**src/rtl/pwr_state_pkg.sv**
```systemverilog
package pwr_state_pkg;
    typedef enum logic [1:0] {
        ST_ACTIVE   = 2'd0,
        ST_DISABLED = 2'd1,
        ST_FAULT    = 2'd2,
        ST_LOCKED   = 2'd3
    } pwr_state_e;
endpackage

```
**src/rtl/pwr_en_sync.sv**
```systemverilog
// Synchronizes the enable input and flags its rising edge.
module pwr_en_sync #(
    parameter int STAGES = 2
) (
    input  logic clk,
    input  logic rst_n,
    input  logic async_i,
    output logic rise_o
);
    logic [STAGES-1:0] sh_q;
    logic              last_q;

    generate
        if (STAGES == 1) begin : g_one
            always_ff @(posedge clk or negedge rst_n) begin
                if (!rst_n) sh_q <= '0;
                else        sh_q <= async_i;
            end
        end else begin : g_many
            always_ff @(posedge clk or negedge rst_n) begin
                if (!rst_n) sh_q <= '0;
                else        sh_q <= {sh_q[STAGES-2:0], async_i};
            end
        end
    endgenerate

    always_ff @(posedge clk or negedge rst_n) begin
        if (!rst_n) last_q <= 1'b0;
        else        last_q <= sh_q[STAGES-1];
    end

    assign rise_o = sh_q[STAGES-1] & ~last_q;
endmodule

```
**src/rtl/pwr_soft_track.sv**
```systemverilog
// Remembers which soft-fault codes have occurred since the last wake.
module pwr_soft_track #(
    parameter int NCODE  = 8,
    parameter int CODE_W = 3
) (
    input  logic              clk,
    input  logic              rst_n,
    input  logic              clr_i,
    input  logic              take_i,
    input  logic [CODE_W-1:0] code_i,
    output logic              first_o,
    output logic              rep_o
);
    logic [NCODE-1:0] hist_q;
    logic             hit;

    assign hit     = hist_q[code_i];
    assign first_o = take_i & ~hit;
    assign rep_o   = take_i & hit;

    always_ff @(posedge clk or negedge rst_n) begin
        if (!rst_n)      hist_q <= '0;
        else if (clr_i)  hist_q <= '0;
        else if (take_i) hist_q[code_i] <= 1'b1;
    end
endmodule

```
**src/rtl/pwr_state_ctrl.sv**
```systemverilog
module pwr_state_ctrl
    import pwr_state_pkg::*;
#(
    parameter int NREG      = 4,
    parameter int NCODE     = 8,
    parameter int CODE_W    = (NCODE > 1) ? $clog2(NCODE) : 1,
    parameter int RST_MIN   = 100,
    parameter int INIT_CYC  = 1000000,
    parameter int FAULT_CYC = 200000,
    parameter int SYNC_STG  = 2
) (
    input  logic              clk,
    input  logic              rst_n,
    input  logic              en_i,
    input  logic              spi_ok_i,
    input  logic              wd_ok_i,
    input  logic              wd_ovf_i,
    input  logic              soft_vld_i,
    input  logic [CODE_W-1:0] soft_code_i,
    input  logic              severe_i,
    input  logic              req_dis_i,
    input  logic              req_lock_i,
    output logic [NREG-1:0]   reg_en_o,
    output logic              wr_en_o,
    output logic              host_rst_n_o,
    output logic              clr_regs_o,
    output logic              keep_evt_o,
    output logic              keep_lim_o,
    output logic [1:0]        state_o
);
    localparam int RST_W   = $clog2(RST_MIN + 1);
    localparam int INIT_W  = (INIT_CYC > 1) ? $clog2(INIT_CYC) : 1;
    localparam int FAULT_W = (FAULT_CYC > 1) ? $clog2(FAULT_CYC) : 1;
    localparam logic [RST_W-1:0]   RST_LOAD   = RST_W'(RST_MIN);
    localparam logic [INIT_W-1:0]  INIT_LAST  = INIT_W'(INIT_CYC - 1);
    localparam logic [FAULT_W-1:0] FAULT_LAST = FAULT_W'(FAULT_CYC - 1);

    pwr_state_e state_q, state_d, tgt_q, tgt_d;

    logic [RST_W-1:0]   rst_cnt_q;
    logic [INIT_W-1:0]  init_cnt_q;
    logic [FAULT_W-1:0] dwell_q;
    logic [1:0]         sev_cnt_q;
    logic init_run_q, init_err_q, spi_seen_q, wd_seen_q;

    logic in_act, idle, en_rise, wake;
    logic soft_first, soft_rep;
    logic done_now, init_exp, sev_evt, soft_rst, enter_act;

    assign in_act = (state_q == ST_ACTIVE);
    assign idle   = (state_q == ST_DISABLED) || (state_q == ST_LOCKED);
    assign wake   = idle && en_rise;

    pwr_en_sync #(.STAGES(SYNC_STG)) u_en_sync (
        .clk     (clk),
        .rst_n   (rst_n),
        .async_i (en_i),
        .rise_o  (en_rise)
    );

    pwr_soft_track #(.NCODE(NCODE), .CODE_W(CODE_W)) u_soft_track (
        .clk     (clk),
        .rst_n   (rst_n),
        .clr_i   (wake),
        .take_i  (in_act && soft_vld_i),
        .code_i  (soft_code_i),
        .first_o (soft_first),
        .rep_o   (soft_rep)
    );

    // Fault classification
    assign done_now = init_run_q && (spi_seen_q || spi_ok_i) && (wd_seen_q || wd_ok_i);
    assign init_exp = init_run_q && !done_now && (init_cnt_q == INIT_LAST);
    assign sev_evt  = in_act && (severe_i || soft_rep || (init_exp && init_err_q));
    assign soft_rst = in_act && !sev_evt &&
                      (wd_ovf_i || soft_first || (init_exp && !init_err_q));

    // Next-state logic
    always_comb begin
        state_d = state_q;
        tgt_d   = tgt_q;
        unique case (state_q)
            ST_ACTIVE: begin
                if (sev_evt) begin
                    state_d = (sev_cnt_q == 2'd2) ? ST_LOCKED : ST_FAULT;
                    tgt_d   = ST_ACTIVE;
                end else if (req_lock_i) begin
                    state_d = ST_FAULT;
                    tgt_d   = ST_LOCKED;
                end else if (req_dis_i) begin
                    state_d = ST_FAULT;
                    tgt_d   = ST_DISABLED;
                end
            end
            ST_FAULT: begin
                if (dwell_q == FAULT_LAST) state_d = tgt_q;
            end
            ST_DISABLED, ST_LOCKED: begin
                if (en_rise) state_d = ST_ACTIVE;
            end
        endcase
    end

    assign enter_act = !in_act && (state_d == ST_ACTIVE);

    // State register
    always_ff @(posedge clk or negedge rst_n) begin
        if (!rst_n) begin
            state_q <= ST_ACTIVE;
            tgt_q   <= ST_ACTIVE;
        end else begin
            state_q <= state_d;
            tgt_q   <= tgt_d;
        end
    end

    // Timers and fault counters
    always_ff @(posedge clk or negedge rst_n) begin
        if (!rst_n) begin
            rst_cnt_q  <= RST_LOAD;
            init_cnt_q <= '0;
            dwell_q    <= '0;
            sev_cnt_q  <= '0;
            init_run_q <= 1'b0;
            init_err_q <= 1'b0;
            spi_seen_q <= 1'b0;
            wd_seen_q  <= 1'b0;
        end else begin
            dwell_q <= (state_q == ST_FAULT) ? dwell_q + 1'b1 : '0;

            if (wake)                               sev_cnt_q <= '0;
            else if (sev_evt && sev_cnt_q != 2'd3)  sev_cnt_q <= sev_cnt_q + 2'd1;

            if (enter_act || !in_act) begin
                rst_cnt_q  <= RST_LOAD;
                init_run_q <= 1'b0;
                init_err_q <= 1'b0;
            end else if (soft_rst) begin
                rst_cnt_q  <= RST_LOAD;
                init_run_q <= 1'b0;
                init_err_q <= init_err_q | init_exp;
            end else begin
                if (rst_cnt_q != '0) begin
                    rst_cnt_q <= rst_cnt_q - 1'b1;
                    if (rst_cnt_q == RST_W'(1)) begin
                        init_run_q <= 1'b1;
                        init_cnt_q <= '0;
                        spi_seen_q <= 1'b0;
                        wd_seen_q  <= 1'b0;
                    end
                end
                if (init_run_q) begin
                    if (done_now) begin
                        init_run_q <= 1'b0;
                    end else if (init_exp) begin
                        init_run_q <= 1'b0;
                        init_err_q <= 1'b1;
                    end else begin
                        init_cnt_q <= init_cnt_q + 1'b1;
                        spi_seen_q <= spi_seen_q | spi_ok_i;
                        wd_seen_q  <= wd_seen_q | wd_ok_i;
                    end
                end
            end
        end
    end

    // Outputs
    always_comb begin
        reg_en_o     = '0;
        wr_en_o      = 1'b0;
        host_rst_n_o = 1'b0;
        clr_regs_o   = 1'b1;
        keep_evt_o   = 1'b0;
        keep_lim_o   = 1'b0;
        unique case (state_q)
            ST_ACTIVE: begin
                reg_en_o     = '1;
                wr_en_o      = 1'b1;
                host_rst_n_o = (rst_cnt_q == '0);
                clr_regs_o   = 1'b0;
            end
            ST_FAULT:    keep_evt_o = 1'b1;
            ST_LOCKED:   keep_lim_o = 1'b1;
            ST_DISABLED: ;
        endcase
    end

    assign state_o = state_q;
endmodule

```
**config.mk**
```make
export PLATFORM = sky130hd
export DESIGN_NAME = pwr_state_ctrl
export DESIGN_NICKNAME = d
export VERILOG_FILES = /design/src/rtl/pwr_state_pkg.sv /design/src/rtl/pwr_en_sync.sv /design/src/rtl/pwr_soft_track.sv /design/src/rtl/pwr_state_ctrl.sv
export SDC_FILE = /design/constraint.sdc
export NUM_CORES = 1
export LEC_CHECK = 0
export BUFFER_PORTS_ARGS = -buffer_cell sky130_fd_sc_hd__buf_2
export CAP_MARGIN = 0
export CORE_MARGIN = 1.5
export CORE_UTILIZATION = 53
export DETAILED_ROUTE_END_ITERATION = 10
export MAX_ROUTING_LAYER = met4
export PLACE_DENSITY_LB_ADDON = 0.1
export RECOVER_POWER = 25
export SYNTH_ARGS = -nofsm -noshare
export SYNTH_HDL_FRONTEND = slang
export SYNTH_SLANG_ARGS = --single-unit
```
**constraint.sdc**
```tcl
create_clock -name clk -period 2.2 [get_ports clk]
set_clock_uncertainty 0.05 [all_clocks]
set_input_delay 0.11 -clock clk [delete_from_list [all_inputs] [get_ports clk]]
set_output_delay 0.11 -clock clk [all_outputs]
set_load 0.005 [all_outputs]
```
==> impl.org <==
** Status
- The flow ran to the end, but the final reports show violations.
- The final reports fail on negative setup slack.

** Critical path
- STA classifies the critical path startpoint as a flip-flop.
- Together, buffers and inverters on the worst path number 1.
- Slowest-stage cell, CP :: sky130_fd_sc_hd__dfrtp_1
- The critical path is of the flip-flop to flip-flop type.
- Series of cell instances along the critical path :: ha_2, and4_4, and4_4, a41o_4, a221oi_4, buf_6, nor4b_2, a221o_1
- Worst path max stage delay :: 0.39 ns
- Among cell families on the critical path, the largest total delay comes from compound AO/OA/AOI/OAI gates.
- Most used cell along the critical path :: sky130_fd_sc_hd__and4_4
- For the worst setup path, the data arrival time is 2.37 ns.
- Highest fanout seen on the critical path :: 7
- The worst setup path is captured at a flip-flop.
- Data on the critical path is required at its endpoint by 2.37 ns.

** Die
- The die covers 0.00703 mm2.
- Width of the die :: 83.8 um
- In this run the vertical extent of the chip is 83.8 um.
- For this configuration, the core starts out at a cell density of 0.549.
- For this design the top-level I/O count stands at 24.
- Floorplan core area :: 0.00631 mm2
- Num rows :: 29

** Global routing
- Pin count of the biggest net entering global routing :: 32
- Wire length of the first global-routing pass :: 13.5 mm
- The number of global-route vias before repair was 3027.
- After global routing the overflow that remains totals 0.
- Across every metal layer, demand over resource in global routing totals 0.246.
- The number of antenna violations at the first check in global routing came to 0.

** Route
- Signal routing reaches up to met4.
- In the routed layout, each cell is associated on average with a via count of 5.77.
- Starting DRT DRC Count :: 175
- Routed length on met1 :: 3.68 mm
- Detailed routing placed a total of 204 um of wire on met3.
- Number of vias in the routed layout :: 2979
- Drt drc :: 0
- First-pass detailed-route iteration total :: 4
- Wirelength per Cell :: 15.2 um
- After detailed routing, the met2 layer carries 3.82 mm of wire.
- Post-detailed-route count of antenna-violating nets :: 0
- After detailed routing, the total wire length is 7.83 mm.

** Synthesis
- Of all cell types, the one taking the most synthesized area is sky130_fd_sc_hd__dfrtp_1.
- Synthesis produced a netlist whose cell count is 360.
- Count of unique library cells instantiated by Yosys :: 55
- Fraction of registers with async set or reset after synthesis :: 1.00
- Prevailing post-synth register cell :: sky130_fd_sc_hd__dfrtp_1
- Number of synthesized register bits :: 66
- Cell types occupying the most area after synthesis :: sky130_fd_sc_hd__dfrtp_1, sky130_fd_sc_hd__nor2_1, sky130_fd_sc_hd__nand3_1
- In this run the cell area of the synthesized design comes to 0.00346 mm2.
- Synthesis produced a netlist with a net count of 380.
- Mean cell area of the mapped netlist :: 9.62 um2
- The Yosys step of the flow raised 0 warnings.
- Seq/Total Area, Yosys :: 0.478
- Post-synth EDFFs :: 0
- Share of the synthesized area in the top cell type :: 0.455

** Timing
- Setup violations remaining at the end of the flow were counted as 4.
- Count of final hold-check violations :: 0
- Once routing completed, OpenROAD measured the worst setup slack at -0.00937 ns.
- Maximum clock rate :: 453 MHz
- Final worst path period need :: 2.21 ns
- Setup repair after global routing missed its margin :: yes
- Worst Tran Pin Value :: 0.774 ns
- The number of pins exceeding their max-slew limit in the final report is 0.
- Slew margin rel. :: 0.484
- Portion of the clock cycle consumed by the worst path in the final layout :: 1.00

** Worst hold path
- Type of the most critical hold path :: primary input to flip-flop

** Place
- HPWL after detailed placement :: 5.52 mm
- Buffers placed on the I/O ports in this run total 23.
- Dpl cells :: 489
- Last weighted congestion value of the routability-driven placer :: 0.865
- Summing all placed instances gives a cell area of 0.00394 mm2.

** Finish
- Total area of sequential cells :: 0.00166 mm2
- Signed area change from the synthesized netlist to the final layout :: 24.6%
- Once layout is complete, the utilization of the core stands at 0.684.
- Fin nets :: 454
- The filler cells instantiated in the layout total 496.
- The multi-input combinational cells in the finished layout cover a total of 0.00177 mm2.
- After the flow finishes, the layout carries non-filler instances totaling 516.
- Cell area after layout :: 0.00432 mm2
- The repair_antennas step left the layout with diodes totalling 0.
- Fraction of final layout cells with drive strength greater than 1 :: 0.260

** Clock tree
- Clock tree synthesis inserted a total of 9 buffers.
- Clock input transition at the sequential cells of the worst setup and hold paths :: 0.07 ns
- TritonCTS built the clock tree.
- CTS HTree Levels :: 3
- Number of buffers between clock root and the deepest sink :: 2
- The cell sitting at the root of the clock tree is a sky130_fd_sc_hd__clkbuf_8.
- At the later pin of the worst-skew pair, clock insertion delay measures 0.34 ns.
- Clock net sink count :: 66

** Pwr
- Internal power component :: 1.91 mW
- P_leak :: 1.99 nW
- The share of total power dissipated in sequential elements is 0.509.
- Net switching power :: 492 uW
- Share of total power in the clock network :: 0.464
- Power spread over the standard cell area amounts to 557 mW/mm2.
- The worst-case IR drop observed on VDD is 498 uV.
- Switching share of power :: 0.205
- Combinational share of power :: 0.027

** Job
- Number of max-cap violations :: 0
-- power groups by stage --
stage                     Clock, mW  Sequential (mW)  Combinational, mW
after floorplan                   0             1.24             0.0180
after global placement            0             1.24             0.0631
after detailed placement          0             1.25             0.0639
after CTS                      1.13             1.22             0.0681
after global routing           1.19             1.22             0.0757
final                          1.12             1.22             0.0656
-- stage by stage --
step | TNS [ns] | worst slack [ns] | total power, mW | hold slack [ns]
final | -0.0270 | -0.00937 | 2.40 | 0.0127
after global routing | -0.982 | -0.0899 | 2.49 | 0.0203
after CTS | -0.0164 | -0.0143 | 2.42 | 0.00630
after detailed placement | -1.77 | -0.178 | 1.31 | -0.0223
after global placement | -1.02 | -0.136 | 1.31 | -0.0262
after floorplan | -0.407 | -0.0934 | 1.26 | -0.236
-- cells in the mapped netlist (3+ instances only) --
master and count:
sky130_fd_sc_hd__nand4_1 9, sky130_fd_sc_hd__ha_1 7, sky130_fd_sc_hd__nand3_1 23, sky130_fd_sc_hd__inv_1 14, sky130_fd_sc_hd__dfrtp_1 63, sky130_fd_sc_hd__nor4_1 8, sky130_fd_sc_hd__nand2_1 25, sky130_fd_sc_hd__buf_2 3
sky130_fd_sc_hd__xnor2_1 8, sky130_fd_sc_hd__nor2_1 41, sky130_fd_sc_hd__a21o_1 5, sky130_fd_sc_hd__nor3_1 14, sky130_fd_sc_hd__o21ai_0 14, sky130_fd_sc_hd__or3_1 6, sky130_fd_sc_hd__buf_4 5, sky130_fd_sc_hd__a22o_1 5
sky130_fd_sc_hd__o211ai_1 3, sky130_fd_sc_hd__a21oi_1 18, sky130_fd_sc_hd__and3_1 12, sky130_fd_sc_hd__a221o_1 3, sky130_fd_sc_hd__nor2b_1 3, sky130_fd_sc_hd__xor2_1 12, sky130_fd_sc_hd__and2_1 5, sky130_fd_sc_hd__nor4b_1 3
sky130_fd_sc_hd__mux2i_1 7, sky130_fd_sc_hd__o31ai_1 3, sky130_fd_sc_hd__dfstp_2 3
-- path summary, 6_finish.rpt --
check	from	end	slack [ns]	cells after the start
max	init_cnt_q[0]	init_cnt_q[2]	-0.009	8
min	req_lock_i	tgt_q[1]	0.01	2
max reg2reg	init_cnt_q[0]	init_cnt_q[2]	-0.009	8
min reg2reg	u_en_sync.sh_q[0]	u_en_sync.sh_q[1]	0.31	0
max in group asynchronous	rst_n	rst_cnt_q[2]	0.78	3
min in group asynchronous	rst_n	sev_cnt_q[0]	0.29	2
-- registers in the layout, summed over array words and instances (netlist names) --
| name | count |
|---|---|
| init_cnt_q | 20 |
| dwell_q | 18 |
| u_soft_track.hist_q | 8 |
| rst_cnt_q | 7 |
| sev_cnt_q | 2 |
| state_o | 2 |
| tgt_q | 2 |
| u_en_sync.sh_q | 2 |
| init_err_q | 1 |
| init_run_q | 1 |
| spi_seen_q | 1 |
| u_en_sync.last_q | 1 |
| wd_seen_q | 1 |
-- timing repair --
action | in CTS | in global routing
setup buffers | 5 | 1
gates resized for setup | 6 | 15
gates cloned | 1 | 1
hold buffers | 3 | 0
endpoints found under the setup margin | 29 | 28
hold endpoints to repair | 15 | 0
pin swaps | 5 | 5
-- placed cells by master (no fill, tap or decap), drive strengths merged, types with 3 or more instances in the layout --
cell type	n
and3	12
nor3	14
clkbuf	15
and4	3
a21o	5
nor2b	3
dlygate4sd3	3
a221o	4
ha	7
dfstp	3
nor4b	3
buf	70
nand4	9
o211ai	3
mux2i	7
nor4	8
inv	14
and2	5
nand2	25
a22o	5
or3	6
o31ai	3
a21oi	18
nand3	23
xnor2	8
xor2	12
dfrtp	63
o21ai	16
nor2	43
-- area by class of cell --
cell class	instances	area share
timing repair buffer	75	0.122
clock inverter	3	0.0151
inverter	14	0.0122
clock buffer	13	0.0345
tap	77	0.0223
multi-input combinational	268	0.410
sequential	66	0.383
-- cell families after synthesis --
| family | synth area share |
|---|---|
| compound gates | 0.141 |
| xor+xnor | 0.0506 |
| fa+ha+maj | 0.0253 |
| buf+inv | 0.0390 |
| flops | 0.478 |
| mux | 0.0235 |
| simple gates | 0.243 |
-- routing by layer --
metal  vias up  track usage
met5         -            -
met2        45        0.391
li1       1448            -
met1      1476        0.312
met3        10       0.0455
met4         0        0.103
(Power assumes the default switching activity.)
